--- config.mk ---
export PLATFORM = sky130hd
export DESIGN_NAME = rfcfg_ctrl
export DESIGN_NICKNAME = d
export VERILOG_FILES = /design/src/rtl/rfc_pkg.sv /design/src/rtl/rfc_shifter.sv /design/src/rtl/rfc_wave_seq.sv /design/src/rtl/rfc_gain_seq.sv /design/src/rtl/rfcfg_ctrl.sv
export SDC_FILE = /design/constraint.sdc
export NUM_CORES = 1
export LEC_CHECK = 0
export ABC_AREA = 1
export BUFFER_PORTS_ARGS = -buffer_cell sky130_fd_sc_hd__buf_2
export CORE_MARGIN = 10
export CORE_UTILIZATION = 30
export CTS_BUF_LIST = sky130_fd_sc_hd__clkbuf_8
export DETAILED_ROUTE_END_ITERATION = 10
export MAX_ROUTING_LAYER = met4
export SYNTH_ARGS = -nofsm -noshare
export SYNTH_HDL_FRONTEND = slang
export SYNTH_SLANG_ARGS = --single-unit
--- constraint.sdc ---
create_clock -name clk -period 3 [get_ports clk]
set_input_delay 0.15 -clock clk [delete_from_list [all_inputs] [get_ports clk]]
set_output_delay 0.15 -clock clk [all_outputs]
set_load 0.02 [all_outputs]
--- src/rtl/rfc_pkg.sv ---
`timescale 1ns/1ps
package rfc_pkg;
    localparam int HDATA_W  = 32;
    localparam int ADR_WAVE = 0;
    localparam int ADR_GAIN = 1;
    localparam int ADR_ANT  = 2;
    localparam int ADR_STAT = 3;
    localparam int ADR_LUT  = 64;

    typedef enum logic [1:0] {SH_IDLE, SH_LOW, SH_HIGH} sh_state_t;
    typedef enum logic [1:0] {WV_IDLE, WV_FETCH, WV_SHIFT, WV_STROBE} wv_state_t;
    typedef enum logic [1:0] {GN_IDLE, GN_LAUNCH, GN_WAIT} gn_state_t;
endpackage

--- src/rtl/rfc_shifter.sv ---
`timescale 1ns/1ps
module rfc_shifter
    import rfc_pkg::*;
#(
    parameter int W   = 16,
    parameter int DIV = 2,
    localparam int CNT_W = $clog2(W),
    localparam int DIV_W = (DIV > 1) ? $clog2(DIV) : 1
) (
    input  logic         clk,
    input  logic         rst_n,
    input  logic         start,
    input  logic [W-1:0] din,
    output logic         sclk,
    output logic         sdo,
    output logic         active,
    output logic         done
);
    sh_state_t        state;
    logic [W-1:0]     shreg;
    logic [CNT_W-1:0] bitcnt;
    logic [DIV_W-1:0] divcnt;
    logic             div_end;

    assign div_end = (divcnt == DIV_W'(DIV - 1));

    // state register
    always_ff @(posedge clk or negedge rst_n) begin
        if (!rst_n) begin
            state  <= SH_IDLE;
            shreg  <= '0;
            bitcnt <= '0;
            divcnt <= '0;
            done   <= 1'b0;
        end else begin
            done <= 1'b0;
            unique case (state)
                SH_IDLE: begin
                    if (start) begin
                        shreg  <= din;
                        bitcnt <= CNT_W'(W - 1);
                        divcnt <= '0;
                        state  <= SH_LOW;
                    end
                end
                SH_LOW: begin
                    if (div_end) begin
                        divcnt <= '0;
                        state  <= SH_HIGH;
                    end else begin
                        divcnt <= divcnt + 1'b1;
                    end
                end
                SH_HIGH: begin
                    if (div_end) begin
                        divcnt <= '0;
                        if (bitcnt == '0) begin
                            state <= SH_IDLE;
                            done  <= 1'b1;
                        end else begin
                            shreg  <= shreg << 1;
                            bitcnt <= bitcnt - 1'b1;
                            state  <= SH_LOW;
                        end
                    end else begin
                        divcnt <= divcnt + 1'b1;
                    end
                end
                default: state <= SH_IDLE;
            endcase
        end
    end

    // outputs
    always_comb begin
        sclk   = 1'b0;
        active = 1'b1;
        sdo    = shreg[W-1];
        unique case (state)
            SH_IDLE: begin
                active = 1'b0;
                sdo    = 1'b0;
            end
            SH_LOW:  sclk = 1'b0;
            SH_HIGH: sclk = 1'b1;
            default: active = 1'b0;
        endcase
    end
endmodule

--- src/rtl/rfc_wave_seq.sv ---
`timescale 1ns/1ps
module rfc_wave_seq
    import rfc_pkg::*;
#(
    parameter int WORD_W      = 32,
    parameter int WORDS       = 4,
    parameter int NUM_PRESETS = 4,
    parameter int DIV         = 2,
    localparam int PSEL_W = (NUM_PRESETS > 1) ? $clog2(NUM_PRESETS) : 1,
    localparam int WIDX_W = (WORDS > 1) ? $clog2(WORDS) : 1,
    localparam int LIDX_W = $clog2(NUM_PRESETS * WORDS),
    localparam int SC_W   = (DIV > 1) ? $clog2(DIV) : 1
) (
    input  logic              clk,
    input  logic              rst_n,
    input  logic              go,
    input  logic [PSEL_W-1:0] go_idx,
    output logic [LIDX_W-1:0] lut_idx,
    input  logic [WORD_W-1:0] lut_word,
    output logic              busy,
    output logic              sclk,
    output logic              sdo,
    output logic              le
);
    wv_state_t         state;
    logic [PSEL_W-1:0] idx_q;
    logic [WIDX_W-1:0] wcnt;
    logic [SC_W-1:0]   scnt;
    logic              sh_start, sh_active, sh_done;

    assign lut_idx = LIDX_W'(idx_q) * LIDX_W'(WORDS) + LIDX_W'(wcnt);

    rfc_shifter #(.W(WORD_W), .DIV(DIV)) u_shift (
        .clk(clk), .rst_n(rst_n), .start(sh_start), .din(lut_word),
        .sclk(sclk), .sdo(sdo), .active(sh_active), .done(sh_done)
    );

    // state register
    always_ff @(posedge clk or negedge rst_n) begin
        if (!rst_n) begin
            state <= WV_IDLE;
            idx_q <= '0;
            wcnt  <= '0;
            scnt  <= '0;
        end else begin
            unique case (state)
                WV_IDLE: begin
                    if (go) begin
                        idx_q <= go_idx;
                        wcnt  <= '0;
                        state <= WV_FETCH;
                    end
                end
                WV_FETCH: state <= WV_SHIFT;
                WV_SHIFT: begin
                    if (sh_done) begin
                        scnt  <= '0;
                        state <= WV_STROBE;
                    end
                end
                WV_STROBE: begin
                    if (scnt == SC_W'(DIV - 1)) begin
                        if (wcnt == WIDX_W'(WORDS - 1)) begin
                            state <= WV_IDLE;
                        end else begin
                            wcnt  <= wcnt + 1'b1;
                            state <= WV_FETCH;
                        end
                    end else begin
                        scnt <= scnt + 1'b1;
                    end
                end
                default: state <= WV_IDLE;
            endcase
        end
    end

    // outputs
    always_comb begin
        busy     = 1'b1;
        le       = 1'b0;
        sh_start = 1'b0;
        unique case (state)
            WV_IDLE:   busy     = sh_active;
            WV_FETCH:  sh_start = 1'b1;
            WV_SHIFT:  le       = 1'b0;
            WV_STROBE: le       = 1'b1;
            default:   busy     = 1'b0;
        endcase
    end
endmodule

--- src/rtl/rfc_gain_seq.sv ---
`timescale 1ns/1ps
module rfc_gain_seq
    import rfc_pkg::*;
#(
    parameter int CODE_W = 8,
    parameter int DIV    = 2,
    localparam int FRAME_W = 2 * CODE_W
) (
    input  logic              clk,
    input  logic              rst_n,
    input  logic              go,
    input  logic              chg_a,
    input  logic              chg_b,
    input  logic [CODE_W-1:0] code_a,
    input  logic [CODE_W-1:0] code_b,
    output logic              busy,
    output logic              sclk,
    output logic              sdo,
    output logic              cs_n
);
    gn_state_t          state;
    logic               pa, pb;
    logic [CODE_W-1:0]  ca, cb;
    logic [FRAME_W-1:0] frame;
    logic               sh_start, sh_active, sh_done;

    assign frame = pa ? {1'b0, (CODE_W-1)'(0), ca} : {1'b1, (CODE_W-1)'(0), cb};

    rfc_shifter #(.W(FRAME_W), .DIV(DIV)) u_shift (
        .clk(clk), .rst_n(rst_n), .start(sh_start), .din(frame),
        .sclk(sclk), .sdo(sdo), .active(sh_active), .done(sh_done)
    );

    // state register
    always_ff @(posedge clk or negedge rst_n) begin
        if (!rst_n) begin
            state <= GN_IDLE;
            pa    <= 1'b0;
            pb    <= 1'b0;
            ca    <= '0;
            cb    <= '0;
        end else begin
            unique case (state)
                GN_IDLE: begin
                    if (go) begin
                        pa    <= chg_a;
                        pb    <= chg_b;
                        ca    <= code_a;
                        cb    <= code_b;
                        state <= GN_LAUNCH;
                    end
                end
                GN_LAUNCH: begin
                    if (pa) pa <= 1'b0;
                    else    pb <= 1'b0;
                    state <= GN_WAIT;
                end
                GN_WAIT: begin
                    if (sh_done) state <= (pa || pb) ? GN_LAUNCH : GN_IDLE;
                end
                default: state <= GN_IDLE;
            endcase
        end
    end

    // outputs
    always_comb begin
        busy     = 1'b1;
        sh_start = 1'b0;
        cs_n     = !sh_active;
        unique case (state)
            GN_IDLE:   busy     = sh_active;
            GN_LAUNCH: sh_start = 1'b1;
            GN_WAIT:   busy     = 1'b1;
            default:   busy     = 1'b0;
        endcase
    end
endmodule

--- src/rtl/rfcfg_ctrl.sv ---
`timescale 1ns/1ps
module rfcfg_ctrl
    import rfc_pkg::*;
#(
    parameter int WORD_W      = 32,
    parameter int WORDS       = 4,
    parameter int NUM_PRESETS = 4,
    parameter int DIV         = 2,
    parameter int ADDR_W      = 8
) (
    input  logic               clk,
    input  logic               rst_n,
    input  logic               host_wr,
    input  logic [ADDR_W-1:0]  host_addr,
    input  logic [HDATA_W-1:0] host_wdata,
    output logic [HDATA_W-1:0] host_rdata,
    input  logic               ramp_trig,
    output logic               synth_sclk,
    output logic               synth_sdo,
    output logic               synth_le,
    output logic               dac_sclk,
    output logic               dac_sdo,
    output logic               dac_cs_n,
    output logic               ant_sel
);
    localparam int LUT_N  = NUM_PRESETS * WORDS;
    localparam int LIDX_W = $clog2(LUT_N);
    localparam int PSEL_W = (NUM_PRESETS > 1) ? $clog2(NUM_PRESETS) : 1;
    localparam int CODE_W = 8;

    logic [WORD_W-1:0] lut [LUT_N];

    logic              wr_wave, wr_gain, wr_ant, wr_lut, lut_hit;
    logic [LIDX_W-1:0] lut_off, seq_lidx, lut_waddr;
    logic [PSEL_W-1:0] wr_idx, go_idx, pend_idx, cur_idx;
    logic              apply_pend, wave_go, wave_busy;
    logic              lut_pend, lut_we;
    logic [LIDX_W-1:0] lut_pend_idx;
    logic [WORD_W-1:0] lut_pend_data, lut_wdata;
    logic [CODE_W-1:0] gain_a, gain_b;
    logic              gain_pend, gain_go, dac_busy, chg_a, chg_b;
    logic [2*CODE_W-1:0] gain_pend_val, gain_val;
    logic              ant_req, ramp_q;

    // host decode
    assign lut_hit = (host_addr >= ADDR_W'(ADR_LUT)) && (host_addr < ADDR_W'(ADR_LUT + LUT_N));
    assign lut_off = LIDX_W'(host_addr - ADDR_W'(ADR_LUT));
    assign wr_wave = host_wr && (host_addr == ADDR_W'(ADR_WAVE)) && host_wdata[0];
    assign wr_gain = host_wr && (host_addr == ADDR_W'(ADR_GAIN));
    assign wr_ant  = host_wr && (host_addr == ADDR_W'(ADR_ANT));
    assign wr_lut  = host_wr && lut_hit;
    assign wr_idx  = host_wdata[PSEL_W:1];

    // waveform preset dispatch; a held command goes first when the link frees
    assign wave_go = !wave_busy && (apply_pend || wr_wave);
    assign go_idx  = apply_pend ? pend_idx : wr_idx;

    // table write port; a held write lands before any new one
    assign lut_we    = !wave_busy && (lut_pend || wr_lut);
    assign lut_waddr = lut_pend ? lut_pend_idx : lut_off;
    assign lut_wdata = lut_pend ? lut_pend_data : WORD_W'(host_wdata);

    always_ff @(posedge clk) begin
        if (lut_we) lut[lut_waddr] <= lut_wdata;
    end

    always_ff @(posedge clk or negedge rst_n) begin
        if (!rst_n) begin
            apply_pend    <= 1'b0;
            pend_idx      <= '0;
            cur_idx       <= '0;
            lut_pend      <= 1'b0;
            lut_pend_idx  <= '0;
            lut_pend_data <= '0;
        end else begin
            if (wave_go) cur_idx <= go_idx;
            if (wr_wave && (wave_busy || apply_pend)) begin
                apply_pend <= 1'b1;
                pend_idx   <= wr_idx;
            end else if (!wave_busy && apply_pend) begin
                apply_pend <= 1'b0;
            end
            if (wr_lut && (wave_busy || lut_pend)) begin
                lut_pend      <= 1'b1;
                lut_pend_idx  <= lut_off;
                lut_pend_data <= WORD_W'(host_wdata);
            end else if (!wave_busy && lut_pend) begin
                lut_pend <= 1'b0;
            end
        end
    end

    rfc_wave_seq #(.WORD_W(WORD_W), .WORDS(WORDS), .NUM_PRESETS(NUM_PRESETS), .DIV(DIV)) u_wave (
        .clk(clk), .rst_n(rst_n), .go(wave_go), .go_idx(go_idx),
        .lut_idx(seq_lidx), .lut_word(lut[seq_lidx]), .busy(wave_busy),
        .sclk(synth_sclk), .sdo(synth_sdo), .le(synth_le)
    );

    // gain pair: change detection against applied codes
    assign gain_go  = !dac_busy && (gain_pend || wr_gain);
    assign gain_val = gain_pend ? gain_pend_val : host_wdata[2*CODE_W-1:0];
    assign chg_a    = gain_val[CODE_W-1:0] != gain_a;
    assign chg_b    = gain_val[2*CODE_W-1:CODE_W] != gain_b;

    always_ff @(posedge clk or negedge rst_n) begin
        if (!rst_n) begin
            gain_a        <= '0;
            gain_b        <= '0;
            gain_pend     <= 1'b0;
            gain_pend_val <= '0;
        end else begin
            if (gain_go) begin
                gain_a <= gain_val[CODE_W-1:0];
                gain_b <= gain_val[2*CODE_W-1:CODE_W];
            end
            if (wr_gain && (dac_busy || gain_pend)) begin
                gain_pend     <= 1'b1;
                gain_pend_val <= host_wdata[2*CODE_W-1:0];
            end else if (!dac_busy && gain_pend) begin
                gain_pend <= 1'b0;
            end
        end
    end

    rfc_gain_seq #(.CODE_W(CODE_W), .DIV(DIV)) u_gain (
        .clk(clk), .rst_n(rst_n), .go(gain_go && (chg_a || chg_b)),
        .chg_a(chg_a), .chg_b(chg_b),
        .code_a(gain_val[CODE_W-1:0]), .code_b(gain_val[2*CODE_W-1:CODE_W]),
        .busy(dac_busy), .sclk(dac_sclk), .sdo(dac_sdo), .cs_n(dac_cs_n)
    );

    // antenna: applied only on a ramp trigger rising edge
    always_ff @(posedge clk or negedge rst_n) begin
        if (!rst_n) begin
            ant_req <= 1'b0;
            ramp_q  <= 1'b0;
            ant_sel <= 1'b0;
        end else begin
            ramp_q <= ramp_trig;
            if (wr_ant) ant_req <= host_wdata[0];
            if (ramp_trig && !ramp_q) ant_sel <= ant_req;
        end
    end

    // readback
    always_comb begin
        host_rdata = '0;
        if (lut_hit) begin
            host_rdata = HDATA_W'(lut[lut_off]);
        end else begin
            case (host_addr)
                ADDR_W'(ADR_WAVE): host_rdata = HDATA_W'({cur_idx, 1'b0});
                ADDR_W'(ADR_GAIN): host_rdata = HDATA_W'({gain_b, gain_a});
                ADDR_W'(ADR_ANT):  host_rdata = HDATA_W'({ant_sel, ant_req});
                ADDR_W'(ADR_STAT): host_rdata = HDATA_W'({dac_busy | gain_pend,
                                                          wave_busy | apply_pend | lut_pend});
                default:           host_rdata = '0;
            endcase
        end
    end
endmodule

==> out/summary.txt <==
Clk sink count: 682
Final WL: 108 mm
Fin util: 35.8%
Clock Latency Late Sink: 0.76 ns
Async S/R FF share, synth: 24.9%
Power share of the sequential group: 50.0%
Post-route cell area: 0.0378 mm2
GRT overflow: 0
Fillers: 10300
Netlist cell types: 44
Final period util: 97.7%
GPL Wtd Cong: 0.877
Overall Power: 22.4 mW
Register Area: 0.0196 mm2
Worst Reg-to-Reg Cells: 10
Die area: 0.120 mm2
P_int: 16.1 mW
Wire per inst: 22.1 um
Cell Area, Placed: 0.0352 mm2
DRC Markers: 0
Placed Cells: 4639
Crit path DAT: 2.78 ns
LEAKAGE: 14.3 nW
DR vias/cell: 5.37
Row count: 119
Synth Flop Type: edfxtp_1
Num CTS Buffers: 113
Synthesis-to-layout area growth: 18.3%
Mapped Cells: 3230
I/O pin count: 83
Floorplan core area: 0.106 mm2
Post-DRT Antenna Nets: 0
Post-Layout Cell Count: 4887
Layout Nets: 3467
TritonCTS clock tree: yes
Worst-path fanout max: 30
Die Ht: 347 um
Slew headroom: 42.6%
Clk_skew: 0.0639 ns
Net Sw Frac: 28.1%
Status: finished clean
Cell Area, Synth: 0.0320 mm2
Worst-path clk slew: 0.07 ns
WS Path Type: in -> out
Starting density of the core: 30.3%
Min-Delay Path Class: in -> async
CP endpoint kind: output port
Final hold viol count: 0
Setup violations, final: 0
H-tree Lvls: 3
GRT Util Overall: 17.7%
Max Cap Viol: 0
Antenna violations before repair: 3
Multi-input gate area: 0.0109 mm2
Vias in the first global route: 25100
Buffers on Ports: 82
Period minus WS final: 2.93 ns
Clk pwr share: 36.8%
Worst-margin pin slew: 0.852 ns
Comb pwr share: 13.2%
Syn nets: 3297
Synth Register Bits: 682
Most common cell after layout, fill and taps aside: nand2_1
Final Max Slew Viols: 0
Max clock buf depth: 3
Fin Hold WS: 0.0514 ns
Via count: 26200
Iter 0 DRT Violations: 3159
Pin count of the biggest net entering global routing: 128
Psw: 6.29 mW
Fmax achieved: 341 MHz
Ys Warns: 0
Placed wire-length estimate: 67.6 mm
Worst path required time: 2.85 ns
Peak supply drop: 0.320 mV
Synth Area per Inst: 9.90 um2
Die boundary width: 347 um
# Post-CTS Setup Buffers: 0
DRT Pass-1 Iters: 6
Startpoint types: input pin
Post-synthesis sequential area ratio: 61.4%
Root buf cell: clkbuf_8
Most frequent cells in the layout: nand2_1 (572), edfxtp_1 (512), o21ai_0 (447), nor2_1 (343), inv_1 (209)
Number of flops mapped to enable cells by yosys: 512
First-pass GRT wire length: 160 mm
Pwr Density: 593 mW/mm2
Layout cell share with drive strength beyond 1: 12.9%
## area by class of cell
| cell class | count | area share, % |
|---|---|---|
| Sequential cell | 682 | 51.9 |
| Inverter | 194 | 1.97 |
| Tap cell | 1391 | 4.60 |
| Clock buffer | 119 | 4.33 |
| Antenna cell | 1 | 0.00661 |
| Clock inverter | 91 | 1.59 |
| Timing Repair Buffer | 277 | 6.67 |
| Multi-Input combinational cell | 2132 | 28.9 |
## state kept, by name (all words and copies together), names as in the netlist, 4 cells and up
name,count
lut_pend_idx,4
u_gain.u_shift.bitcnt,4
gain_pend_val,16
lut,512
gain_b,8
gain_a,8
lut_pend_data,32
u_wave.u_shift.shreg,32
u_gain.u_shift.shreg,16
u_wave.u_shift.bitcnt,5
u_gain.ca,8
u_gain.cb,8
## cells in the mapped netlist, drive strengths merged, types with 3 or more instances
cell,count,share of area [%]
o2111ai,20,0.55
nand3b,9,0.21
a22oi,176,4.1
edfxtp,512,48
a21oi,130,2.1
inv,191,2.2
ha,23,0.90
nor2,365,4.3
buf,52,0.76
or2,5,0.098
clkbuf,170,2.0
dfrtp,170,13
clkinv,3,0.035
a221oi,6,0.16
o211ai,92,2.2
o22ai,56,1.1
o221ai,16,0.44
o21ai,466,7.3
a31oi,37,0.72
nor3,8,0.18
nand4,11,0.22
nand3,127,2.0
nand2,573,6.7
## power by group through the flow
stage	Clock [mW]	Combinational, mW	Sequential [mW]
global placement	0	2.84	11.4
global route	8.83	3.27	11.3
detailed placement	0	2.88	11.4
floorplan	0	1.66	11.3
finish	8.24	2.96	11.2
CTS	8.37	2.94	11.2
## through the flow
step / setup TNS [ns] / setup slack (ns)
floorplan: -104.32 / -0.204
global placement: 0 / 0.404
detailed placement: 0 / 0.355
CTS: 0 / 0.0101
global route: -0.00519 / -0.00435
finish: 0 / 0.0697
## routing by layer
metal,up-vias,wire length [um],global-route usage [%]
li1,11900,-,-
met1,12800,43800,22.5
met2,1282,51100,28.1
met3,238,8990,2.73
met4,0,4240,7.47
met5,-,0,-
## final timing paths
kind                                          from                 to  slack (ns)
setup reg to reg           u_wave.u_shift.state[0]          lut[0][1]        0.37
hold / removal                               rst_n    lut_pend_idx[3]        0.05
max in group asynchronous                    rst_n  lut_pend_data[23]        2.18
setup / recovery                      host_addr[1]     host_rdata[31]        0.07
min in group clk                         ramp_trig             ramp_q        0.14
hold reg to reg                          u_gain.pb          u_gain.pb        0.47
## logic make-up after synthesis
| kind of cell | Yosys count | synth area share (%) |
|---|---|---|
| AO/OA/AOI/OAI | 1010 | 18.9 |
| buffers and inverters | 416 | 5.03 |
| multiplexers | 1 | 0.0313 |
| adder cells (fa/ha/maj) | 23 | 0.900 |
| AND/OR/NAND/NOR | 1098 | 13.8 |
| flip-flops | 682 | 61.4 |
## worst max-delay path: stages
cell           delay (ns)
dlygate4sd3_1        0.57
buf_2                0.23
nand2_1              0.15
clkinv_4             0.22
buf_12               0.27
buf_4                0.22
a22oi_1              0.10
nand2_1              0.09
nand2_1              0.06
a31oi_1              0.32
buf_4                0.20
buf_2                0.16
## repair_timing
item | CTS | global route
hold endpoints to repair | 280 | 0
endpoints found under the setup margin | 0 | 14
gates resized for setup | 0 | 14
hold buffers | 37 | 0
Power figures use the tool's default switching activity.
